--- src/rtl/hsw_pkg.sv ---
package hsw_pkg;

  // One state per awaited input event
  typedef enum logic [2:0] {
    ST_IDLE   = 3'd0,  // wait reqIn rise
    ST_RUN    = 3'd1,  // wait done rise
    ST_OFFER  = 3'd2,  // wait ackOut rise
    ST_GRANT  = 3'd3,  // wait reqIn fall
    ST_DROP   = 3'd4,  // wait done fall
    ST_RETIRE = 3'd5   // wait ackOut fall
  } hswState_e;

  // Load strobes from control to datapath registers
  typedef struct packed {
    logic loadOp;
    logic loadRes;
  } hswStrobe_t;

endpackage

--- src/rtl/hsw_ctrl.sv ---
module hsw_ctrl
  import hsw_pkg::*;
(
  input  logic       clk,
  input  logic       rst_n,
  input  logic       reqIn,
  input  logic       done,
  input  logic       ackOut,
  output logic       start,
  output logic       reqOut,
  output logic       ackIn,
  output hswStrobe_t strobe
);

  hswState_e state, stateNext;

  always_comb begin
    stateNext = state;
    case (state)
      ST_IDLE:   if (reqIn)   stateNext = ST_RUN;
      ST_RUN:    if (done)    stateNext = ST_OFFER;
      ST_OFFER:  if (ackOut)  stateNext = ST_GRANT;
      ST_GRANT:  if (!reqIn)  stateNext = ST_DROP;
      ST_DROP:   if (!done)   stateNext = ST_RETIRE;
      ST_RETIRE: if (!ackOut) stateNext = ST_IDLE;
      default:                stateNext = ST_IDLE;
    endcase
  end

  always_ff @(posedge clk or negedge rst_n) begin
    if (!rst_n) state <= ST_IDLE;
    else        state <= stateNext;
  end

  // Moore outputs decoded from the state register only
  assign start  = (state == ST_RUN)   || (state == ST_OFFER) || (state == ST_GRANT);
  assign reqOut = (state == ST_OFFER) || (state == ST_GRANT) || (state == ST_DROP);
  assign ackIn  = (state == ST_GRANT) || (state == ST_DROP)  || (state == ST_RETIRE);

  assign strobe.loadOp  = (state == ST_IDLE) && reqIn;
  assign strobe.loadRes = (state == ST_RUN)  && done;

  // Ordering guards: each output edge follows its predecessor event
  AST_START_RISE:  assert property (@(posedge clk) disable iff (!rst_n)
    $rose(start) |-> $past(reqIn) && !ackIn);
  AST_REQOUT_RISE: assert property (@(posedge clk) disable iff (!rst_n)
    $rose(reqOut) |-> $past(done) && start);
  AST_ACKIN_RISE:  assert property (@(posedge clk) disable iff (!rst_n)
    $rose(ackIn) |-> $past(ackOut) && reqOut && start);
  AST_START_FALL:  assert property (@(posedge clk) disable iff (!rst_n)
    $fell(start) |-> !$past(reqIn) && ackIn && reqOut);
  AST_REQOUT_FALL: assert property (@(posedge clk) disable iff (!rst_n)
    $fell(reqOut) |-> !$past(done) && !start && ackIn);
  AST_ACKIN_FALL:  assert property (@(posedge clk) disable iff (!rst_n)
    $fell(ackIn) |-> !$past(ackOut) && !reqOut && !start);
  AST_ONE_EDGE:    assert property (@(posedge clk) disable iff (!rst_n)
    $countones({start ^ $past(start), reqOut ^ $past(reqOut),
                ackIn ^ $past(ackIn)}) <= 1);

endmodule

--- src/rtl/hsw_regs.sv ---
module hsw_regs
  import hsw_pkg::*;
#(
  parameter int DATA_W = 8,
  parameter int RES_W  = 8
) (
  input  logic              clk,
  input  logic              rst_n,
  input  hswStrobe_t        strobe,
  input  logic [DATA_W-1:0] dataIn,
  input  logic [RES_W-1:0]  resIn,
  output logic [DATA_W-1:0] opData,
  output logic [RES_W-1:0]  dataOut
);

  always_ff @(posedge clk or negedge rst_n) begin
    if (!rst_n)             opData <= '0;
    else if (strobe.loadOp) opData <= dataIn;
  end

  always_ff @(posedge clk or negedge rst_n) begin
    if (!rst_n)              dataOut <= '0;
    else if (strobe.loadRes) dataOut <= resIn;
  end

  AST_OP_HOLD:  assert property (@(posedge clk) disable iff (!rst_n)
    !$past(strobe.loadOp) |-> $stable(opData));
  AST_LOAD_EXCL: assert property (@(posedge clk) disable iff (!rst_n)
    !(strobe.loadOp && strobe.loadRes));

endmodule

--- src/rtl/hsw_wrap.sv ---
module hsw_wrap
  import hsw_pkg::*;
#(
  parameter int DATA_W = 8,
  parameter int RES_W  = 8
) (
  input  logic              clk,
  input  logic              rst_n,
  input  logic              reqIn,
  input  logic [DATA_W-1:0] dataIn,
  output logic              ackIn,
  output logic              start,
  output logic [DATA_W-1:0] opData,
  input  logic              done,
  input  logic [RES_W-1:0]  resIn,
  output logic              reqOut,
  output logic [RES_W-1:0]  dataOut,
  input  logic              ackOut
);

  hswStrobe_t strobe;

  hsw_ctrl u_ctrl (
    .clk    (clk),
    .rst_n  (rst_n),
    .reqIn  (reqIn),
    .done   (done),
    .ackOut (ackOut),
    .start  (start),
    .reqOut (reqOut),
    .ackIn  (ackIn),
    .strobe (strobe)
  );

  hsw_regs #(.DATA_W(DATA_W), .RES_W(RES_W)) u_regs (
    .clk     (clk),
    .rst_n   (rst_n),
    .strobe  (strobe),
    .dataIn  (dataIn),
    .resIn   (resIn),
    .opData  (opData),
    .dataOut (dataOut)
  );

  // Offered result never moves while downstream may be reading it
  AST_RES_HOLD: assert property (@(posedge clk) disable iff (!rst_n)
    ($past(reqOut) || $past(ackIn)) |-> $stable(dataOut));

endmodule

--- config.mk ---
export PLATFORM = sky130hd
export DESIGN_NAME = hsw_wrap
export DESIGN_NICKNAME = d
export VERILOG_FILES = /design/src/rtl/hsw_pkg.sv /design/src/rtl/hsw_ctrl.sv /design/src/rtl/hsw_regs.sv /design/src/rtl/hsw_wrap.sv
export SDC_FILE = /design/constraint.sdc
export NUM_CORES = 1
export LEC_CHECK = 0
export BUFFER_PORTS_ARGS = -buffer_cell sky130_fd_sc_hd__buf_2
export CAP_MARGIN = 10
export CORE_ASPECT_RATIO = 0.75
export CORE_MARGIN = 2
export CORE_UTILIZATION = 40
export DETAILED_ROUTE_END_ITERATION = 10
export MAX_ROUTING_LAYER = met4
export PLACE_DENSITY = 0.7
export SYNTH_ARGS = -nofsm -noshare
export SYNTH_HDL_FRONTEND = slang
export SYNTH_HIERARCHICAL = 1
export SYNTH_SLANG_ARGS = --single-unit
--- constraint.sdc ---
create_clock -name clk -period 2.1 [get_ports clk]
set_clock_uncertainty 0.1 [all_clocks]
set_input_delay 0.42 -clock clk [delete_from_list [all_inputs] [get_ports clk]]
set_output_delay 0.42 -clock clk [all_outputs]
set_load 0.05 [all_outputs]
* Yosys cells after proc, flatten, opt, wreduce, memory -nomap -nowiden
Cells that the tools add are included.
Operators by class: equality and inequality tests 11, mux-type cells 7, reduce and logical (&&, ||, !) cells 10
Operator list (count):
- $mux 3 | 6
- $pmux 3 s6 | 1
- $ne 2x2->1 const B | 6
- $eq 3x2->1 const B | 2
- $eq 3x3->1 const B | 2
- $logic_or 1x1->1 | 6
- $reduce_and 6->1 | 1
- $eq 3x1->1 const B | 1
- $logic_not 3->1 | 1
- $logic_and 1x1->1 | 2
Storage, ports and cells: bits in registers 19, input bits 21, output and inout port bits 19, word-level logic and storage cells 31

* Longest topological paths before layout
Gate-level depths: netlist (run 1).
word-level depth 3, gate-level depth with buffers 5

* Modules after synthesis
Netlist (run 1), hierarchy kept.
Modules (own cells, without submodules):
- hsw_regs | instances 1, cells each 34, area an instance 663.1 um^2, seq. area each 400.4 um^2
- hsw_ctrl | instances 1, cells each 27, area an instance 230.2 um^2, seq. area each 75.1 um^2

* Least setup slack after synthesis (run 1)
No wires, ideal clock.
path kind reg2out, start register u_ctrl.state[1], end output port reqOut, data arrival time 1.724 ns, required time 1.580 ns, setup slack -0.144 ns, cell stages (with the launch flop) 4, path buffers 1, cell sequence dfrtp_1 buf_6 nand2b_4 o21ai_0
Between the ends: longest elaborated chain between the ends 3
Ends and longest elaborated chain:
- start: declaration | RTL line hsw_ctrl.sv:15 | hswState_e state, stateNext;
- start signal: assignment | RTL line hsw_ctrl.sv:32 | else state <= stateNext;
- $eq 3x2->1 | RTL line hsw_ctrl.sv:37 | assign reqOut = (state == ST_OFFER) || (state == ST_GRANT) || (state == ST_DROP);
- $logic_or 1x1->1 | RTL line hsw_ctrl.sv:37
- $logic_or 1x1->1 * | RTL line hsw_ctrl.sv:37
- end: declaration | RTL line hsw_wrap.sv:16 | output logic reqOut,
Mark *: on every way between the ends. The rest lies on a longest branch, timed or not.

* Final worst setup path (run 1)
start register u_ctrl.state[2], end output port ackIn
Between the ends: longest elaborated chain between the ends 3
Ends and longest elaborated chain:
- $eq 3x2->1 / $eq 3x3->1 (equally long branches) | RTL line hsw_ctrl.sv:38 | assign ackIn = (state == ST_GRANT) || (state == ST_DROP) || (state == ST_RETIRE);
- $logic_or 1x1->1 | RTL line hsw_ctrl.sv:38
- $logic_or 1x1->1 * | RTL line hsw_ctrl.sv:38
- end: declaration | RTL line hsw_wrap.sv:11 | output logic ackIn,
Marked as above.

==> flow_metrics.env, run 1 <==
export IMPL_critPathSlowestCell="dfrtp_1"
export IMPL_grt_overflow=0
export IMPL_tightestPinTransition_ps=516.2
export IMPL_cp_required_ps=1580
export IMPL_yosysSeqAreaShare=0.5322
export IMPL_fin_nets=125
export IMPL_drc=0
export IMPL_netlist_area_um2=893.4
export IMPL_r2r_end="u_regs/dataOut[5]"
export IMPL_die_h_um=44.93
export IMPL_synth_edff_count=0
export IMPL_crit_top_cell="nand2_1"
export IMPL_crit_buf_inv=1
export IMPL_end_kind="output pin"
export IMPL_critical_path_top_delay_family="flip-flops"
export IMPL_core_region_area_um2=2049
export IMPL_ant_nets=0
export IMPL_place_congestion=0.9373
export IMPL_die_area_um2=2631
export IMPL_cap_violations=0
export IMPL_path_max_fanout=7
export IMPL_synth_top_cells_by_count="19 x dfrtp_1, 16 x mux2_4, 3 x buf_6, 3 x nand2_1"
export IMPL_hold_path_depth=2
export IMPL_yosys_area_top_type="dfrtp_1"
export IMPL_syn_avg_cell_area_um2=14.65
export IMPL_slew_headroom=0.6559
export IMPL_die_width_um=58.57
export IMPL_cts_made_buffers=3
export IMPL_worstPathCellList="nor2b_1, nand2_1, nand2_1, buf_2"
export IMPL_rsz0062_at_grt="no"
export IMPL_clock_latency_ps=290
export IMPL_finalCriticalPeriod_ps=1961
export IMPL_postSynth_asyncResetShare=1.000
export IMPL_rows=14
export IMPL_n_antenna_cell=0
export IMPL_synth_top_cell_area_share=0.5322
export IMPL_min_delay_start="dataIn[6]"
export IMPL_stdcell_area_um2=1136
export IMPL_whs_endpoint="u_regs/opData[6]"
export IMPL_outcome="complete, no violations"
export IMPL_cts_tree="built"
export IMPL_synth_distinct_cells=19
export IMPL_cts_max_path_buffers=2
export IMPL_period_share=0.9336
export IMPL_post_drt_wl_per_cell_um=12.33
export IMPL_syn_num_nets=82
export IMPL_setup_viol=0
export IMPL_start_kind="register"
export IMPL_multi_input_area_um2=382.9
export IMPL_r2r_slack_ps=340
export IMPL_clkTransAtPathRegs_ps=100
export IMPL_numPortBuffers=39
export IMPL_grt_max_degree=20
export IMPL_grtUsageTotal=0.1436
export IMPL_ys_top_cells_by_area="dfrtp_1 53%, mux2_4 27%, buf_6 3.8%, nand2b_4 1.5%, a211oi_2 1.4%"
export IMPL_ios=40
export IMPL_max_clock_freq_mhz=510.0
export IMPL_start_util=0.4359
export IMPL_clock_sinks=19
export IMPL_slew_violations=0
export IMPL_finalHoldViolCount=0
export IMPL_via_per_inst=4.866
export IMPL_syn_to_final_growth_pct=27.17
export IMPL_antenna_found_initial=0
export IMPL_yosys_most_used_dff="dfrtp_1"
export IMPL_vias=618
export IMPL_syn_inst=61
export IMPL_hold_path_class="in -> reg"
export IMPL_max_stage_delay_ps=500
export IMPL_dp_hpwl_um=1148
export IMPL_dr_pass1_iters=4
export IMPL_cts_htree_levels=1
export IMPL_fill_cells=184
export IMPL_grt_pass1_wl_um=2677
export IMPL_totalWireLength_um=1566
export IMPL_crit_arrival_ps=1440
export IMPL_drt_iter0_markers=24
export IMPL_seq_area_um2=476.7
export IMPL_dpl_cell_area_um2=1099
export IMPL_worstSetupPathType="reg -> out"
export IMPL_setup_tns_ps=0
export IMPL_reg2reg_depth=3
export IMPL_yosysMostFrequentCell="dfrtp_1"
export IMPL_ys_seq_elements=19
export IMPL_layout_drive_gt1_share=0.6214
export IMPL_ys_warn_count=6
export IMPL_clockRootBuffer="clkbuf_4"
export IMPL_grt_pass1_vias=611
export IMPL_r2r_start="u_ctrl/state[2]"
-- stage by stage --
| step | utilization | hold slack [ps] | instances | worst slack [ps] |
|---|---|---|---|---|
| 4_1_cts | 0.5537 | 238.9 | 127 | 139.2 |
| 3_5_place_dp | 0.5360 | 283.5 | 122 | 362.8 |
| 3_3_place_gp | 0.5360 | 268.7 | 122 | 408.4 |
| 5_1_grt | 0.5543 | 225.5 | 127 | 25.26 |
| 6_report | 0.5543 | 247.4 | 127 | 139.4 |
| 2_1_floorplan | - | 24.41 | 61 | 238.1 |
-- kinds of logic (layout without fill, tap and decap cells) --
family | after synthesis | in the layout | share of synthesized area
mux | 17 | 17 | 0.2801
compound gates | 7 | 7 | 0.05323
flops | 19 | 19 | 0.5322
buf+inv | 5 | 47 | 0.04622
simple gates | 13 | 13 | 0.08824
-- area by class of cell --
type                    count  share of cell area
clock buffers               4             0.02313
inverters                   2            0.006608
multi-input cells          37              0.3370
flip-flops and latches     19              0.4196
well taps                  24             0.02643
repair buffers             41              0.1872
-- worst max-delay path by stage --
stage                    start                end  slack (ps)  depth (start not counted)
2_1_floorplan  u_ctrl/state[1]             reqOut         240                          3
3_3_place_gp              done  u_regs/dataOut[6]         410                          4
3_5_place_dp   u_ctrl/state[2]  u_regs/dataOut[2]         360                          3
4_1_cts        u_ctrl/state[2]              ackIn         140                          4
5_1_grt        u_ctrl/state[2]              ackIn          30                          4
6_report       u_ctrl/state[2]              ackIn         140                          4
-- sequential cells by signal, summed over array words and instances (netlist names) --
signal / flops
u_regs/dataOut: 8
u_ctrl/state: 3
u_regs/opData: 8
-- layout by cell type (no fill, tap or decap), types with 2 or more instances in the layout --
cell,instances
nor2b_1,2
nand2_1,3
dfrtp_1,18
mux2_4,16
buf_2,39
inv_1,2
a21oi_1,2
nor2_1,2
clkbuf_4,3
-- worst register-to-register path, stage by stage (launching register included) --
cell and delay (ps):
dfrtp_1 500, nor2b_1 220, and2_1 490, mux2_4 350
-- routing by layer --
metal	routed length (µm)	share of wire	track usage
met5	0	0	-
met4	23	0.015	0.05455
met3	183	0.12	0.05444
met2	622	0.40	0.2045
met1	736	0.47	0.1868
-- what timing repair did --
item | 4_1_cts | 5_1_grt
gates resized for setup | 0 | 1
hold endpoints to repair | 19 | 0
hold buffers | 1 | 0
setup buffers | 0 | 0
endpoints found under the setup margin | 0 | 1
Power of run 1 is left out: the tool's default activity adds up to more than one toggle a clock period on the data nets, which glitch-free logic cannot reach.
==> inputs of run 2 (changes only) <==
--- a/config.mk
+++ b/config.mk
@@ -10,10 +10,10 @@
 export CORE_ASPECT_RATIO = 0.75
 export CORE_MARGIN = 2
 export CORE_UTILIZATION = 40
+export CTS_CLUSTER_DIAMETER = 80
 export DETAILED_ROUTE_END_ITERATION = 10
 export MAX_ROUTING_LAYER = met4
-export PLACE_DENSITY = 0.7
+export PLACE_DENSITY = 0.71
 export SYNTH_ARGS = -nofsm -noshare
 export SYNTH_HDL_FRONTEND = slang
-export SYNTH_HIERARCHICAL = 1
 export SYNTH_SLANG_ARGS = --single-unit
==> run 2 against run 1 <==
First-iteration DRC count decreased by 75%. Cell count shrank 3.9%. Synthesized area fell by 5.7%. Register-to-register slack better by 80 ps. Critical path depth down 1. Core utilization decreased by 1.6 points. Die area decreased by 5.3%. Setup slack lost 37 ps. Count of clock-buffer cells in the layout is 1 lower. Global-route usage is 1.1 points lower. Fmax down 1.8%. Worst hold slack got worse by 1.4 ps.
==> flow_metrics.env, run 2 <==
export IMPL_layout_drive_gt1_share=0.6429
export IMPL_period_share=0.9512
export IMPL_cts_htree_levels=1
export IMPL_biggestRegsByFlops="u_regs.dataOut x8, u_regs.opData x8, u_ctrl.state x3"
export IMPL_cts_setup_buffers=0
export IMPL_vias=574
export IMPL_rows=14
export IMPL_path_max_fanout=8
export IMPL_totalWireLength_um=1481
export IMPL_max_stage_delay_ps=540
export IMPL_core_region_area_um2=1997
export IMPL_syn_avg_cell_area_um2=14.77
export IMPL_finalHoldViolCount=0
export IMPL_ys_seq_elements=19
export IMPL_critical_path_top_delay_family="flip-flops"
export IMPL_syn_inst=57
export IMPL_grt_overflow=0
export IMPL_ys_warn_count=0
export IMPL_finalCriticalPeriod_ps=1997
export IMPL_hold_path_class="in -> reg"
export IMPL_cts_made_buffers=3
export IMPL_setup_tns_ps=0
export IMPL_route_met3_wl_um=93
export IMPL_place_congestion=0.7217
export IMPL_worstPathCellList="and2b_1, a21o_1, buf_2"
export IMPL_antenna_found_initial=0
export IMPL_start_util=0.4217
export IMPL_via_per_inst=4.705
export IMPL_grt_pass1_wl_um=2415
export IMPL_grt_pass1_vias=566
export IMPL_crit_arrival_ps=1480
export IMPL_syn_num_nets=78
export IMPL_grt_max_degree=20
export IMPL_netlist_area_um2=842.1
export IMPL_dp_hpwl_um=1159
export IMPL_setup_viol=0
export IMPL_worstSetupPathType="reg -> out"
export IMPL_ys_top_cells_by_area="dfrtp_1 56%, mux2_2 24%, buf_6 2.7%, nor4_4 2.5%, nor3_4 1.9%"
export IMPL_fill_cells=183
export IMPL_syn_to_final_growth_pct=27.64
export IMPL_slew_violations=0
export IMPL_ant_nets=0
export IMPL_cts_max_path_buffers=2
export IMPL_grtUsageTotal=0.1326
export IMPL_start_kind="register"
export IMPL_postSynth_asyncResetShare=1.000
export IMPL_fin_nets=120
export IMPL_yosysMostFrequentCell="dfrtp_1"
export IMPL_die_h_um=43.74
export IMPL_slew_headroom=0.6404
export IMPL_outcome="complete, no violations"
export IMPL_dr_pass1_iters=3
export IMPL_cts_tree="built"
export IMPL_met1_length_um=620
export IMPL_max_clock_freq_mhz=500.6
export IMPL_rsz0062_at_grt="no"
export IMPL_tightestPinTransition_ps=535.4
export IMPL_clkTransAtPathRegs_ps=110
export IMPL_end_kind="output pin"
export IMPL_numPortBuffers=39
export IMPL_cp_required_ps=1580
export IMPL_yosys_area_top_type="dfrtp_1"
export IMPL_met2_length_um=767
export IMPL_yosysSeqAreaShare=0.5646
export IMPL_drt_iter0_markers=6
export IMPL_yosys_most_used_dff="dfrtp_1"
export IMPL_crit_buf_inv=1
export IMPL_synth_distinct_cells=18
export IMPL_synth_edff_count=0
export IMPL_clockRootBuffer="clkbuf_4"
export IMPL_final_common_cell="buf_2"
export IMPL_drc=0
export IMPL_post_drt_wl_per_cell_um=12.14
export IMPL_synth_top_cells_by_count="19 x dfrtp_1, 18 x mux2_2"
export IMPL_clock_sinks=19
export IMPL_mostFrequentLayoutCells="39 x buf_2, 19 x dfrtp_1, 18 x mux2_2"
export IMPL_ios=40
export IMPL_cap_violations=0
export IMPL_die_area_um2=2492
export IMPL_die_width_um=56.98
export IMPL_synth_top_cell_area_share=0.5646
export IMPL_clock_latency_ps=290
export IMPL_n_antenna_cell=0
export IMPL_top_layer_used="met3"
export IMPL_critPathSlowestCell="dfrtp_1"
[run 2: cell families (layout without fill, tap and decap cells)]
group | count (synthesis) | count (layout) | synth area share
multiplexers | 18 | 18 | 0.2407
AO/OA/AOI/OAI | 7 | 7 | 0.06538
AND/OR/NAND/NOR | 9 | 9 | 0.08916
buffers and inverters | 4 | 45 | 0.04012
flip-flops | 19 | 19 | 0.5646
[run 2: worst paths after layout]
check	depth (start not counted)	slack, ps	start	end
setup reg to reg	2	420	u_ctrl.state[2]	u_regs.opData[3]
hold / removal	2	250	resIn[3]	u_regs.dataOut[3]
max in group asynchronous	2	1120	rst_n	u_regs.opData[6]
setup / recovery	3	100	u_ctrl.state[2]	ackIn
min in group asynchronous	2	480	rst_n	u_regs.dataOut[6]
hold reg to reg	1	410	u_regs.opData[7]	u_regs.opData[7]
[run 2: cell type report]
type | instances | area, µm² | area share
sequential | 19 | 475.5 | 0.4424
multi-input combinational | 34 | 332.8 | 0.3097
timing repair buffer | 40 | 205.2 | 0.1909
tap | 24 | 30.03 | 0.02794
clock buffer | 3 | 22.52 | 0.02095
clock inverter | 1 | 5.005 | 0.004657
inverter | 1 | 3.754 | 0.003492
[run 2: what timing repair did]
action	CTS	global route
endpoints found under the hold margin	19	0
gates resized for setup	0	0
hold buffers	1	0
[run 2: per-layer routing]
layer	vias to the layer above	global-route usage
li1	284	-
met1	273	0.1491
met2	17	0.2322
met3	0	0.05373
met4	0	0.01395
met5	-	-
[run 2: stage by stage]
stage / setup slack (ps) / instances / hold slack [ps] / instance area, µm² / utilization
after floorplan: 350.8 / 57 / 24.41 / 842.1 / -
after CTS: 81.47 / 122 / 237.2 / 1075 / 0.5382
final: 102.5 / 122 / 246.0 / 1075 / 0.5382
after detailed placement: 407.8 / 117 / 281.6 / 1037 / 0.5194
after global routing: 6.052 / 122 / 230.7 / 1075 / 0.5382
after global placement: 419.5 / 117 / 273.6 / 1037 / 0.5194
Power of run 2 is left out for the same reason.
==> inputs of run 3 (changes only) <==
--- a/config.mk
+++ b/config.mk
@@ -9,11 +9,11 @@
 export CAP_MARGIN = 10
 export CORE_ASPECT_RATIO = 0.75
 export CORE_MARGIN = 2
-export CORE_UTILIZATION = 40
+export CORE_UTILIZATION = 44
 export CTS_CLUSTER_DIAMETER = 80
 export DETAILED_ROUTE_END_ITERATION = 10
 export MAX_ROUTING_LAYER = met4
-export PLACE_DENSITY = 0.71
+export PLACE_DENSITY = 0.76
 export SYNTH_ARGS = -nofsm -noshare
 export SYNTH_HDL_FRONTEND = slang
 export SYNTH_SLANG_ARGS = --single-unit
==> run 3 against run 2 <==
Via count rose by 2.8%. First-iteration DRC count fell by 83%. Critical endpoint unchanged. Critical path depth did not move. Cell area fell by 0.23%.
==> flow_metrics.env, run 3 (same netlist as run 2, synthesis figures left out) <==
export IMPL_outcome="complete, no violations"
export IMPL_final_common_cell="buf_2"
export IMPL_fill_cells=150
export IMPL_max_stage_delay_ps=560
export IMPL_n_antenna_cell=0
export IMPL_die_area_um2=2283
export IMPL_layout_drive_gt1_share=0.6429
export IMPL_crit_buf_inv=1
export IMPL_crit_arrival_ps=1480
export IMPL_worstPathCellList="and2b_1, a21o_1, buf_2"
export IMPL_mostFrequentLayoutCells="39 x buf_2, 18 x mux2_2, 18 x dfrtp_1"
export IMPL_cts_max_path_buffers=2
export IMPL_cts_setup_buffers=0
export IMPL_clock_latency_ps=290
export IMPL_ios=40
export IMPL_slew_headroom=0.6427
export IMPL_fin_nets=120
export IMPL_post_drt_wl_per_cell_um=13.36
export IMPL_critPathSlowestCell="dfrtp_1"
export IMPL_hold_path_class="in -> reg"
export IMPL_path_max_fanout=8
export IMPL_vias=590
export IMPL_via_per_inst=4.917
export IMPL_finalHoldViolCount=0
export IMPL_ant_nets=0
export IMPL_grt_pass1_vias=628
export IMPL_syn_to_final_growth_pct=27.34
export IMPL_rsz0062_at_grt="no"
export IMPL_setup_viol=0
export IMPL_start_kind="register"
export IMPL_dr_pass1_iters=2
export IMPL_dp_cells=115
export IMPL_dpl_cell_area_um2=1035
export IMPL_cts_htree_levels=1
export IMPL_finalCriticalPeriod_ps=2003
export IMPL_slew_violations=0
export IMPL_drc=0
export IMPL_grt_pass1_wl_um=2449
export IMPL_period_share=0.9539
export IMPL_fin_cells=120
export IMPL_grt_overflow=0
export IMPL_dp_hpwl_um=1303
export IMPL_cts_tree="built"
export IMPL_top_usage_layer="met2"
export IMPL_rows=13
export IMPL_grt_util_met1=0.1352
export IMPL_clock_sinks=19
export IMPL_place_congestion=0.7919
export IMPL_max_clock_freq_mhz=499.2
export IMPL_core_region_area_um2=1773
export IMPL_clockRootBuffer="clkbuf_4"
export IMPL_end_kind="output pin"
export IMPL_start_util=0.4749
export IMPL_grt_use_met3=0.07554
export IMPL_grt_max_degree=20
export IMPL_die_h_um=41.89
export IMPL_stdcell_area_um2=1072
export IMPL_numPortBuffers=39
export IMPL_tightestPinTransition_ps=532.0
export IMPL_clkTransAtPathRegs_ps=100
export IMPL_critical_path_top_delay_family="flip-flops"
export IMPL_biggestRegsByFlops="u_regs.dataOut x8, u_regs.opData x8, u_ctrl.state x3"
export IMPL_drt_iter0_markers=1
export IMPL_use_met2=0.2964
export IMPL_setup_tns_ps=0
export IMPL_totalWireLength_um=1603
export IMPL_fin_util=0.6048
export IMPL_die_width_um=54.52
export IMPL_cap_violations=0
export IMPL_cp_required_ps=1580
export IMPL_worstSetupPathType="reg -> out"
export IMPL_grtUsageTotal=0.1581
export IMPL_cts_made_buffers=3
export IMPL_antenna_found_initial=0
==> run 3: worst register-to-register path, cell delays in order, from the launching register on <==
cell     delay [ps]
dfrtp_1         510
nor4_4          560
mux2_2          400
==> run 3: cell type report <==
class                           instances  area [µm²]  share of cell area
Tap cell                               22       27.53             0.02567
Inverter                                1       3.754            0.003501
Sequential cell                        19       476.7              0.4446
Clock buffer                            4       26.28             0.02450
Timing Repair Buffer                   40       205.2              0.1914
Multi-Input combinational cell         34       332.8              0.3104
==> run 3: worst paths after layout <==
path,cells past startpoint,to,slack [ps],start
min in group asynchronous,2,u_regs.opData[1],480,rst_n
max reg2reg,2,u_regs.opData[7],420,u_ctrl.state[1]
min reg2reg,1,u_regs.opData[1],410,u_regs.opData[1]
max,3,ackIn,100,u_ctrl.state[1]
max in group asynchronous,2,u_ctrl.state[2],1100,rst_n
min,2,u_regs.dataOut[7],250,resIn[7]
==> run 3: what timing repair did <==
item / in CTS / in global routing
setup endpoints to repair: 0 / 1
hold endpoints to repair: 19 / 0
hold buffers: 1 / 0
resized for setup: 0 / 1
==> run 3: routing by layer <==
metal | up-vias | wire length, µm
met5 | - | 0
li1 | 285 | -
met2 | 25 | 867
met1 | 280 | 626
met3 | 0 | 109
met4 | 0 | 0
==> run 3: per-stage QoR <==
stage	hold WS [ps]	setup slack, ps
detailed placement	278.1	406.0
floorplan	24.41	350.8
global route	232.0	3.691
global placement	268.1	447.8
finish	252.0	96.89
CTS	241.8	81.25
Power of run 3 is left out for the same reason.
